==> src/rtl/compander_pkg.sv <==
package compander_pkg;
  localparam int LIN_W   = 14;
  localparam int CODE_W  = 8;
  localparam int MU_BIAS = 33;
  localparam int MU_CLIP = 8158;
  localparam logic [CODE_W-1:0] A_FLIP = 8'h55;
  typedef logic [LIN_W-1:0]  lin_t;
  typedef logic [CODE_W-1:0] code_t;
  typedef enum logic {LAW_MU = 1'b0, LAW_A = 1'b1} law_e;
endpackage

==> src/rtl/seg_find.sv <==
module seg_find #(
  parameter int W  = 8,
  localparam int PW = $clog2(W)
) (
  input  logic [W-1:0]  v_i,
  output logic [PW-1:0] pos_o
);
  always_comb begin
    pos_o = '0;
    for (int i = 0; i < W; i++) begin
      if (v_i[i]) pos_o = PW'(i);
    end
  end
endmodule

==> src/rtl/compander_enc.sv <==
module compander_enc
  import compander_pkg::*;
(
  input  lin_t  sample_i,
  input  law_e  law_i,
  output code_t code_o
);
  // mu-law
  logic        mu_neg;
  logic [13:0] mu_mag, mu_clip;
  logic [12:0] mu_b;
  logic [2:0]  mu_seg;
  logic [3:0]  mu_mant;
  code_t       mu_code;

  assign mu_neg  = sample_i[LIN_W-1];
  assign mu_mag  = mu_neg ? 14'(~sample_i + 14'd1) : sample_i;
  assign mu_clip = (mu_mag > 14'(MU_CLIP)) ? 14'(MU_CLIP) : mu_mag;
  assign mu_b    = 13'(mu_clip) + 13'(MU_BIAS);

  seg_find #(.W(8)) u_mu_seg (.v_i(mu_b[12:5]), .pos_o(mu_seg));

  assign mu_mant = 4'(mu_b >> (4'(mu_seg) + 4'd1));
  assign mu_code = ~{mu_neg, mu_seg, mu_mant};

  // A-law on the upper 13 bits
  logic [12:0] a_x;
  logic        a_neg;
  logic [11:0] a_mag;
  logic [2:0]  a_pos, a_seg;
  logic [3:0]  a_mant;
  code_t       a_code;

  assign a_x   = sample_i[LIN_W-1:1];
  assign a_neg = a_x[12];
  assign a_mag = a_neg ? ~a_x[11:0] : a_x[11:0];

  seg_find #(.W(7)) u_a_seg (.v_i(a_mag[11:5]), .pos_o(a_pos));

  assign a_seg  = (|a_mag[11:5]) ? a_pos + 3'd1 : 3'd0;
  assign a_mant = 4'(a_mag >> ((a_seg == 3'd0) ? 3'd1 : a_seg));
  assign a_code = {~a_neg, a_seg, a_mant} ^ A_FLIP;

  assign code_o = (law_i == LAW_A) ? a_code : mu_code;
endmodule

==> src/rtl/compander_dec.sv <==
module compander_dec
  import compander_pkg::*;
(
  input  code_t code_i,
  input  law_e  law_i,
  output lin_t  sample_o
);
  code_t       mu_c;
  logic [13:0] mu_t, mu_mag;
  lin_t        mu_s;

  assign mu_c   = ~code_i;
  assign mu_t   = (14'({mu_c[3:0], 1'b1}) + 14'd32) << mu_c[6:4];
  assign mu_mag = mu_t - 14'(MU_BIAS);
  assign mu_s   = mu_c[7] ? 14'(~mu_mag + 14'd1) : mu_mag;

  code_t       a_c;
  logic [12:0] a_mag, a_v;

  assign a_c   = code_i ^ A_FLIP;
  assign a_mag = (a_c[6:4] == 3'd0) ? 13'({a_c[3:0], 1'b1})
               : (13'({a_c[3:0], 1'b1}) + 13'd32) << (a_c[6:4] - 3'd1);
  assign a_v   = a_c[7] ? a_mag : 13'(~a_mag + 13'd1);

  assign sample_o = (law_i == LAW_A) ? {a_v, 1'b0} : mu_s;
endmodule

==> src/rtl/pcm_compander.sv <==
module pcm_compander
  import compander_pkg::*;
(
  input  logic        clk_i,
  input  logic        rst_ni,
  input  logic        alaw_sel_i,
  input  logic        enc_valid_i,
  input  logic [13:0] enc_sample_i,
  output logic        enc_valid_o,
  output logic [7:0]  enc_code_o,
  input  logic        dec_valid_i,
  input  logic [7:0]  dec_code_i,
  output logic        dec_valid_o,
  output logic [13:0] dec_sample_o
);
  law_e  law;
  code_t enc_c;
  lin_t  dec_s;

  assign law = alaw_sel_i ? LAW_A : LAW_MU;

  compander_enc u_enc (.sample_i(enc_sample_i), .law_i(law), .code_o(enc_c));
  compander_dec u_dec (.code_i(dec_code_i), .law_i(law), .sample_o(dec_s));

  always_ff @(posedge clk_i or negedge rst_ni) begin
    if (!rst_ni) begin
      enc_valid_o <= 1'b0;
      enc_code_o  <= '0;
    end else begin
      enc_valid_o <= enc_valid_i;
      if (enc_valid_i) enc_code_o <= enc_c;
    end
  end

  always_ff @(posedge clk_i or negedge rst_ni) begin
    if (!rst_ni) begin
      dec_valid_o  <= 1'b0;
      dec_sample_o <= '0;
    end else begin
      dec_valid_o <= dec_valid_i;
      if (dec_valid_i) dec_sample_o <= dec_s;
    end
  end
endmodule

==> config.mk <==
export PLATFORM = sky130hd
export DESIGN_NAME = pcm_compander
export DESIGN_NICKNAME = d
export VERILOG_FILES = /design/src/rtl/compander_pkg.sv /design/src/rtl/seg_find.sv /design/src/rtl/compander_enc.sv /design/src/rtl/compander_dec.sv /design/src/rtl/pcm_compander.sv
export SDC_FILE = /design/constraint.sdc
export NUM_CORES = 1
export LEC_CHECK = 0
export BUFFER_PORTS_ARGS = -buffer_cell sky130_fd_sc_hd__buf_2
export CAP_MARGIN = 20
export CELL_PAD_IN_SITES_DETAIL_PLACEMENT = 1
export CELL_PAD_IN_SITES_GLOBAL_PLACEMENT = 1
export CORE_ASPECT_RATIO = 1.5
export CORE_UTILIZATION = 40
export DETAILED_ROUTE_END_ITERATION = 16
export PLACE_DENSITY = 0.87
export SYNTH_ARGS = -nofsm -noshare
export SYNTH_HDL_FRONTEND = slang
export SYNTH_SLANG_ARGS = --single-unit
==> constraint.sdc <==
create_clock -name clk_i -period 1.4 [get_ports clk_i]
set_input_delay 0.21 -clock clk_i [delete_from_list [all_inputs] [get_ports clk_i]]
set_output_delay 0.21 -clock clk_i [all_outputs]
set_load 0.02 [all_outputs]
==> metrics.cfg, run 1 <==
[run_status]
status=did not finish
stop_stage=5_1_grt
error=[ERROR GRT-0116] Global routing finished with congestion. Check the congestion regions in the DRC Viewer.

[yosys]
muxShareOfSynthArea=0.0995
ys_seq_area_frac=0.143
synthAdderAreaFrac=0.0387
synth-simple-area-share=0.255
synth-main-ff-cell=dfrtp_1
synth-xor-area-share=0.0998
async_flop_share=1.00
synth_compound_area_frac=0.307
synth-seq-cells=24
syn_avg_cell_area_um2=7.50
synth_top_family_by_area=compound AO/OA/AOI/OAI gates
syn_nets=600
yosysWarningCount=0
synthesis.area_um2=4200
syn_inst=560
synthDistinctLibCells=76
synth_edf_count=0

[clock_network]
ctsLongestPathBuffers=2
cts_max_level=1
cts-buffers-inserted=3
clock-root-buffer=clkbuf_16
cts_sinks=24

[die]
rows=45
fp.dieH_um=128
io_pins=51
start_util=0.412
die_x_um=85.7

[global_routing]
track_usage=0.628
grt-ovfl-total=10
grt_max_degree=25
grt_pass1_vias=8078
grt_pass1_wl_um=50700

[place]
place_congestion=0.894
detailed_place_hpwl_um=16200
dpl_cell_area_um2=6100
dpl_worst_slack_ns=-3.29
io_buffers=50

through the flow:
stage,utilization,std cells
2_1_floorplan,-,560
3_3_place_gp,0.599,905
3_5_place_dp,0.599,905
4_1_cts,0.693,944
timing repair:
| item | 4_1_cts |
|---|---|
| gates resized for setup | 122 |
| hold buffers | 1 |
| endpoints found under the setup margin | 20 |
| endpoints found under the hold margin | 24 |
| gates cloned | 1 |
| setup buffers | 37 |
| pin swaps | 67 |
logic make-up after synthesis:
family                     count (synthesis)
adders and majority gates                 13
buffers and inverters                     57
and+or+nand+nor                          209
xor gates and xnor gates                  47
muxes                                     37
AOI/OAI and AO/OA                        173
DFF                                       24
Yosys cell counts (all sizes together), types with 3 or more instances:
cell,n,area share
nand2,39,0.035
a31oi,13,0.019
o41ai,3,0.017
mux4,3,0.016
or4,4,0.0080
dfrtp,24,0.14
mux2i,26,0.062
and3,3,0.0045
ha,13,0.039
a21o,5,0.0089
nor3,18,0.023
nand3,11,0.013
nor2b,16,0.024
nor3b,6,0.011
xor2,20,0.043
nand4,5,0.0074
or3,4,0.0083
buf,11,0.016
a221oi,3,0.0077
xnor2,27,0.056
o31ai,8,0.020
a41oi,3,0.0063
or2,3,0.0045
a41o,3,0.0071
nor2,62,0.055
o211ai,11,0.020
a21oi,42,0.051
inv,22,0.020
mux2,8,0.021
a211o,5,0.010
and2,11,0.016
a211oi,7,0.016
o221ai,4,0.0098
a21boi,3,0.0054
a32oi,5,0.010
nand2b,18,0.027
clkbuf,24,0.021
o21ai,36,0.046
metal layers:
layer,global-route usage,overflow
met2,0.919,6
met4,0.767,4
met5,0.0574,0
met3,0.378,0
met1,0.527,0
==> run 2: changes to the inputs <==
--- a/config.mk
+++ b/config.mk
@@ -7,12 +7,9 @@
 export LEC_CHECK = 0
 export BUFFER_PORTS_ARGS = -buffer_cell sky130_fd_sc_hd__buf_2
 export CAP_MARGIN = 20
-export CELL_PAD_IN_SITES_DETAIL_PLACEMENT = 1
-export CELL_PAD_IN_SITES_GLOBAL_PLACEMENT = 1
-export CORE_ASPECT_RATIO = 1.5
-export CORE_UTILIZATION = 40
+export CORE_UTILIZATION = 25
 export DETAILED_ROUTE_END_ITERATION = 16
-export PLACE_DENSITY = 0.87
+export PLACE_DENSITY_LB_ADDON = 0.15
 export SYNTH_ARGS = -nofsm -noshare
 export SYNTH_HDL_FRONTEND = slang
 export SYNTH_SLANG_ARGS = --single-unit
==> run 2 against run 1 <==
The flow now finishes, with violations (setup timing). Area after synthesis stayed put. Synthesized cell count unchanged.
==> metrics.cfg, run 2 <==
[run_status]
status=complete, but fails checks
violations=setup timing

[die]
die_area_um2=17300
io_pins=51
start_util=0.254
rows=47
core_um2=16500
die_x_um=132
fp.dieH_um=132

[power_and_ir_drop]
power_density_nw_per_um2=682
p_sw_uw=2070
internal_power_uw=3130
p_comb_frac=0.672
pwr-share-clk=0.157
switching_share=0.398
p_leak_uw=0.00338
fin_total_pwr_uw=5200
seqPwrFrac=0.171
ir_drop_uv=565

[final_layout]
synthToLayoutAreaGrowth_pct=81.4
layout_common_cells=buf_4 (226), nor2_1 (50), buf_2 (39)
finalNetCount=876
fin_cells=1055
final_cell_area_um2=7620
largestRegisters=dec_sample_o (14), enc_code_o (8)
diodes=0
largest_reg_flops=14
n_fill_cell=1635
layout_commonest_cell=buf_4
top_register=dec_sample_o
drive_gt1_frac=0.535

[sta]
fin_worst_skew_ns=0
clock.fmax_mhz=253
worst_pin_slew_ns=0.723
slew_headroom=0.518
fin_crit_sh=2.82
layout_setup_ws_ns=-2.55
slew_violations=0
fin_crit_ns=3.95
hold_viol=0
rsz0062_at_grt=true
finalSetupViolCount=20
finalSetupTns_ns=-27.68

[clock_network]
ctsLongestPathBuffers=2
clock-root-buffer=clkbuf_16
cts_sinks=24
clkTransAtPathRegs_ns=0.07
clk_latency_ns=0.25
cts-buffers-inserted=3
cts_max_level=1
tritoncts=yes

[place]
dp.cells=1002
place_congestion=0.835
detailed_place_hpwl_um=12500
dpl_cell_area_um2=6340
io_buffers=50

[setup_path]
crit_chain=buf_6 > or4_4 > o41ai_4 > xnor2_2 > or3_4 > o21ai_4 > nor2_2 > ha_2 > nand4_1 > buf_4 > a211oi_4 > o211a_1 > o32ai_4 > a211o_1 > mux4_2 > and2_4 > o31ai_2
crit_path_end_kind=register
path_max_fanout=5
rr_startpoint=enc_code_o[0]
worstPathRequired_ns=1.57
critPathSlowestCell=or4_4
worstRegToRegCells=3
crit_arrival_ns=4.13
worstReg2RegEnd=enc_code_o[0]
crit_start=enc_sample_i[0]
cpPeakStageDelay_ns=0.58
start_kind=input pin
regToRegSetupSlack_ns=0.49
crit_type=input pin to register

[yosys]
ys_seq_area_frac=0.143
async_flop_share=1.00
syn_nets=600
syn_inst=560
synth_edf_count=0
syn_avg_cell_area_um2=7.50
post-synth-top-area-cell=dfrtp_1
synth-seq-cells=24
yosysWarningCount=0
yosysMostFrequentCell=nor2_1
synth-main-ff-cell=dfrtp_1
netlist_top_cells_area=dfrtp_1 (14%), mux2i_1 (6.2%), xnor2_1 (5.6%)
netlist_top_cells_count=nor2_1 (62), a21oi_1 (41), nand2_1 (39), o21ai_0 (35), xnor2_1 (27)
synth_top_area_share=0.143
synthesis.area_um2=4200
synthDistinctLibCells=76

[detailed_routing]
wl_um=16400
ant_nets=0
vias_per_cell=4.93
first_pass_iters=4
post-route-drc-count=0
via_count=5199
drt_iter0_drc=216
wl_per_cell_um=15.5

[global_routing]
grt_pass1_wl_um=26200
antenna_found_initial=0
grt_pass1_vias=5318
track_usage=0.182
grt_max_degree=25
grt-ovfl-total=0

[flow_run]
max_cap_violations=0

[hold_path]
hold_class=input pin to register
whs_path_depth=1
holdPathEnd=enc_valid_o
hp-start=enc_valid_i

run 2: cell counts after synthesis:
No cell type changed its count.
run 2: cell type report:
class                      instances  area [um2]  area share
clock buffer                       3        75.1     0.00985
sequential                        24         601      0.0788
multi-input combinational        479        4160       0.546
inverter                          22        97.6      0.0128
tap                              220         275      0.0361
timing repair buffer             306        2380       0.313
clock inverter                     1        30.0     0.00394
run 2: logic make-up (layout without fill, tap and decap cells):
logic type               Yosys count  in the layout  synth area share
flip-flops                        24             24             0.143
buffers and inverters             57            332            0.0572
multiplexers                      37             37            0.0995
adder cells (fa/ha/maj)           13             13            0.0387
AND/OR/NAND/NOR                  209            209             0.255
XOR/XNOR                          47             47            0.0998
AO/OA/AOI/OAI                    173            173             0.307
run 2: critical path: cells and delay by family:
family,cells,cell delay (ns)
adders and majority gates,1,0.17
muxes,1,0.50
AOI/OAI and AO/OA,7,1.48
xor gates and xnor gates,1,0.16
and+or+nand+nor,5,1.34
buffers and inverters,2,0.25
run 2: power by group through the flow:
stage | sequential [uW] | clock, uW | combinational, uW
3_5_place_dp | 902 | 0 | 2910
2_1_floorplan | 1030 | 0 | 1520
5_1_grt | 904 | 864 | 3750
3_3_place_gp | 898 | 0 | 2900
6_report | 889 | 819 | 3490
4_1_cts | 893 | 837 | 3340
run 2: how the worst max path moves through the flow:
stage                               end  slack [ns]  depth (start not counted)
after global placement    enc_code_o[2]       -2.82                         18
after detailed placement  enc_code_o[0]       -2.91                         18
after CTS                 enc_code_o[0]       -2.52                         17
after floorplan           enc_code_o[0]       -2.98                         18
after global routing      enc_code_o[0]       -2.71                         18
final                     enc_code_o[0]       -2.55                         17
run 2: per-layer routing:
metal,global-route usage,routed length (um),vias up
met5,0,0,-
met4,0.0388,223,0
met3,0.0143,423,14
met2,0.345,8650,79
met1,0.222,7080,2492
li1,-,-,2614
run 2: stage by stage:
| stage | setup slack [ns] | utilization | hold slack (ns) |
|---|---|---|---|
| after floorplan | -2.98 | - | -0.0856 |
| after global placement | -2.82 | 0.383 | 0.218 |
| after detailed placement | -2.91 | 0.383 | 0.234 |
| after CTS | -2.52 | 0.445 | 0.242 |
| after global routing | -2.71 | 0.461 | 0.260 |
| final | -2.55 | 0.461 | 0.252 |
run 2: repair_timing:
| item | 4_1_cts | 5_1_grt |
|---|---|---|
| hold endpoints to repair | 24 | 0 |
| hold buffers | 1 | 0 |
| gates resized for setup | 129 | 42 |
| gates cloned | 0 | 0 |
| setup endpoints to repair | 20 | 20 |
| pin swaps | 78 | 44 |
| setup buffers | 48 | 7 |
Power figures use the tool's default switching activity.
==> run 3: changes to the inputs <==
==> constraint.sdc (replaced) <==
create_clock -name clk_i -period 3.4 [get_ports clk_i]
set_input_delay 0.51 -clock clk_i [delete_from_list [all_inputs] [get_ports clk_i]]
set_output_delay 0.51 -clock clk_i [all_outputs]
set_load 0.02 [all_outputs]
==> run 3 against run 2 <==
The run still ends with setup timing left. Combinational power down 67%. Core utilization shrank 8.5 points. Sequential share of layout area is 1.8 points higher. Critical endpoint is now enc_code_o[2]. Largest cell class unchanged. Largest power group unchanged. Highest routed layer unchanged.
==> metrics.cfg, run 3 (synthesis gave the netlist of run 2 again) <==
[sta]
layout_setup_ws_ns=-0.908
finalSetupViolCount=7
clock.fmax_mhz=232
fin_crit_sh=1.27
fin_worst_skew_ns=0
hold_viol=0
worst_pin_slew_ns=0.971
rsz0062_at_grt=true
slew_headroom=0.353
fin_crit_ns=4.31
slew_violations=0

[clock_network]
cts_sinks=24
clkTransAtPathRegs_ns=0.06
cts-buffers-inserted=3
clock-root-buffer=clkbuf_16
hold_buffers=0
ctsLongestPathBuffers=2
tritoncts=yes
cts_max_level=1
clk_latency_ns=0.25

[final_layout]
largestRegisters=dec_sample_o (14), enc_code_o (8)
drive_gt1_frac=0.389
layout_commonest_cell=buf_4
n_fill_cell=1743
largest_reg_flops=14
final_cell_area_um2=6220
layout_common_cells=buf_4 (152), nor2_1 (61), buf_2 (45)
finalNetCount=783
synthToLayoutAreaGrowth_pct=47.9
fin_cells=962
top_register=dec_sample_o

[power_and_ir_drop]
pwr-share-clk=0.142
fin_total_pwr_uw=1780
p_sw_uw=745
internal_power_uw=1030
power_density_nw_per_um2=286
p_comb_frac=0.653
switching_share=0.419
p_leak_uw=0.00274
seqPwrFrac=0.205
ir_drop_uv=201

[die]
rows=47
start_util=0.254
io_pins=51
core_um2=16500
fp.dieH_um=132
die_area_um2=17300
die_x_um=132

[detailed_routing]
vias_per_cell=5.01
via_count=4820
wl_um=14700
post-route-drc-count=0
ant_nets=0
wl_per_cell_um=15.3
drt_iter0_drc=287
first_pass_iters=4

[setup_path]
path_max_fanout=6
crit_type=input pin to register
start_kind=input pin
crit_end=enc_code_o[2]
worstReg2RegEnd=enc_code_o[0]
crit_path_end_kind=register
crit_start=enc_sample_i[3]
worstPathRequired_ns=3.54
rr_startpoint=enc_code_o[0]
worstRegToRegCells=3
crit_arrival_ns=4.45
regToRegSetupSlack_ns=2.49

[run_status]
violations=setup timing
status=complete, but fails checks

[place]
io_buffers=50
dpl_cell_area_um2=5700
detailed_place_hpwl_um=11500
place_congestion=0.810
dpl_worst_slack_ns=-1.20
dp.cells=937

[global_routing]
grt_pass1_wl_um=23300
grt_max_degree=54
antenna_found_initial=0
grt_pass1_vias=4650
track_usage=0.163
grt-ovfl-total=0

[hold_path]
hold_class=input pin to async pin

[flow_run]
max_cap_violations=0

-- run 3: cell count changes in the layout (fill, tap and decap cells not counted), moves of 5 or more --
cell and delta:
a21oi_1 +7, a21oi_2 -6, buf_2 +6, buf_4 -74
buf_6 -22, ha_1 +5, ha_4 -5, mux2_2 +6
mux2_4 -6, nor2_1 +11, nor2_2 -6, nor2_4 -5
o21ai_0 +16, o21ai_1 -11
-- run 3: worst min-delay path by stage --
stage                             to              from  slack [ns]
finish              dec_sample_o[12]            rst_ni        0.24
global route        dec_sample_o[12]            rst_ni        0.29
CTS                 dec_sample_o[12]            rst_ni        0.26
detailed placement  dec_sample_o[10]  dec_sample_o[10]        0.50
global placement     dec_sample_o[1]   dec_sample_o[1]        0.49
floorplan            dec_sample_o[0]            rst_ni        0.21
-- run 3: area by class of cell --
cell class	instances	area, um2	share of cell area
flip-flops and latches	24	601	0.0966
clock buffers	3	75.1	0.0121
multi-input cells	480	3640	0.586
repair buffers	212	1540	0.248
diodes	1	2.50	0.000403
inverters	22	82.6	0.0133
well taps	220	275	0.0443
-- run 3: what timing repair did --
action                     in CTS  in global routing
pin swaps                      17                 15
gates resized for setup        26                 28
buffers inserted                8                 12
cloned                          1                  0
setup endpoints to repair       7                 10
-- run 3: worst max-delay path, cell delays in order --
cell	delay [ns]
buf_6	0.10
or3_4	0.46
buf_6	0.15
o31ai_4	0.29
xnor2_2	0.14
o2111ai_2	0.25
o21ai_4	0.07
nor2_1	0.12
ha_2	0.19
nand4_1	0.18
a211oi_4	0.36
o211a_1	0.22
o32ai_4	0.12
buf_6	0.14
buf_4	0.12
nor2_1	0.12
nand2_1	0.12
or3_4	0.39
o22a_1	0.17
a41o_1	0.22
-- run 3: routing by layer --
| metal | vias to the layer above | part of all wire | global-route usage |
|---|---|---|---|
| met1 | 2309 | 0.46 | 0.208 |
| met5 | - | 0 | 0 |
| met3 | 10 | 0.026 | 0.0170 |
| li1 | 2430 | - | - |
| met2 | 71 | 0.50 | 0.300 |
| met4 | 0 | 0.0086 | 0.0213 |
-- run 3: metrics by stage --
stage | util | hold WS (ns) | setup TNS (ns)
final | 0.376 | 0.239 | -5.18
after global routing | 0.376 | 0.290 | -6.33
after CTS | 0.362 | 0.258 | -4.99
after detailed placement | 0.345 | 0.495 | -7.65
after global placement | 0.345 | 0.491 | -7.30
after floorplan | - | 0.214 | -7.39
-- run 3: power by group through the flow --
stage | clock, uW | sequential [uW] | combinational [uW]
floorplan | 0 | 425 | 582
global placement | 0 | 370 | 1060
detailed placement | 0 | 370 | 1070
CTS | 263 | 365 | 1110
global route | 273 | 370 | 1260
finish | 252 | 365 | 1160
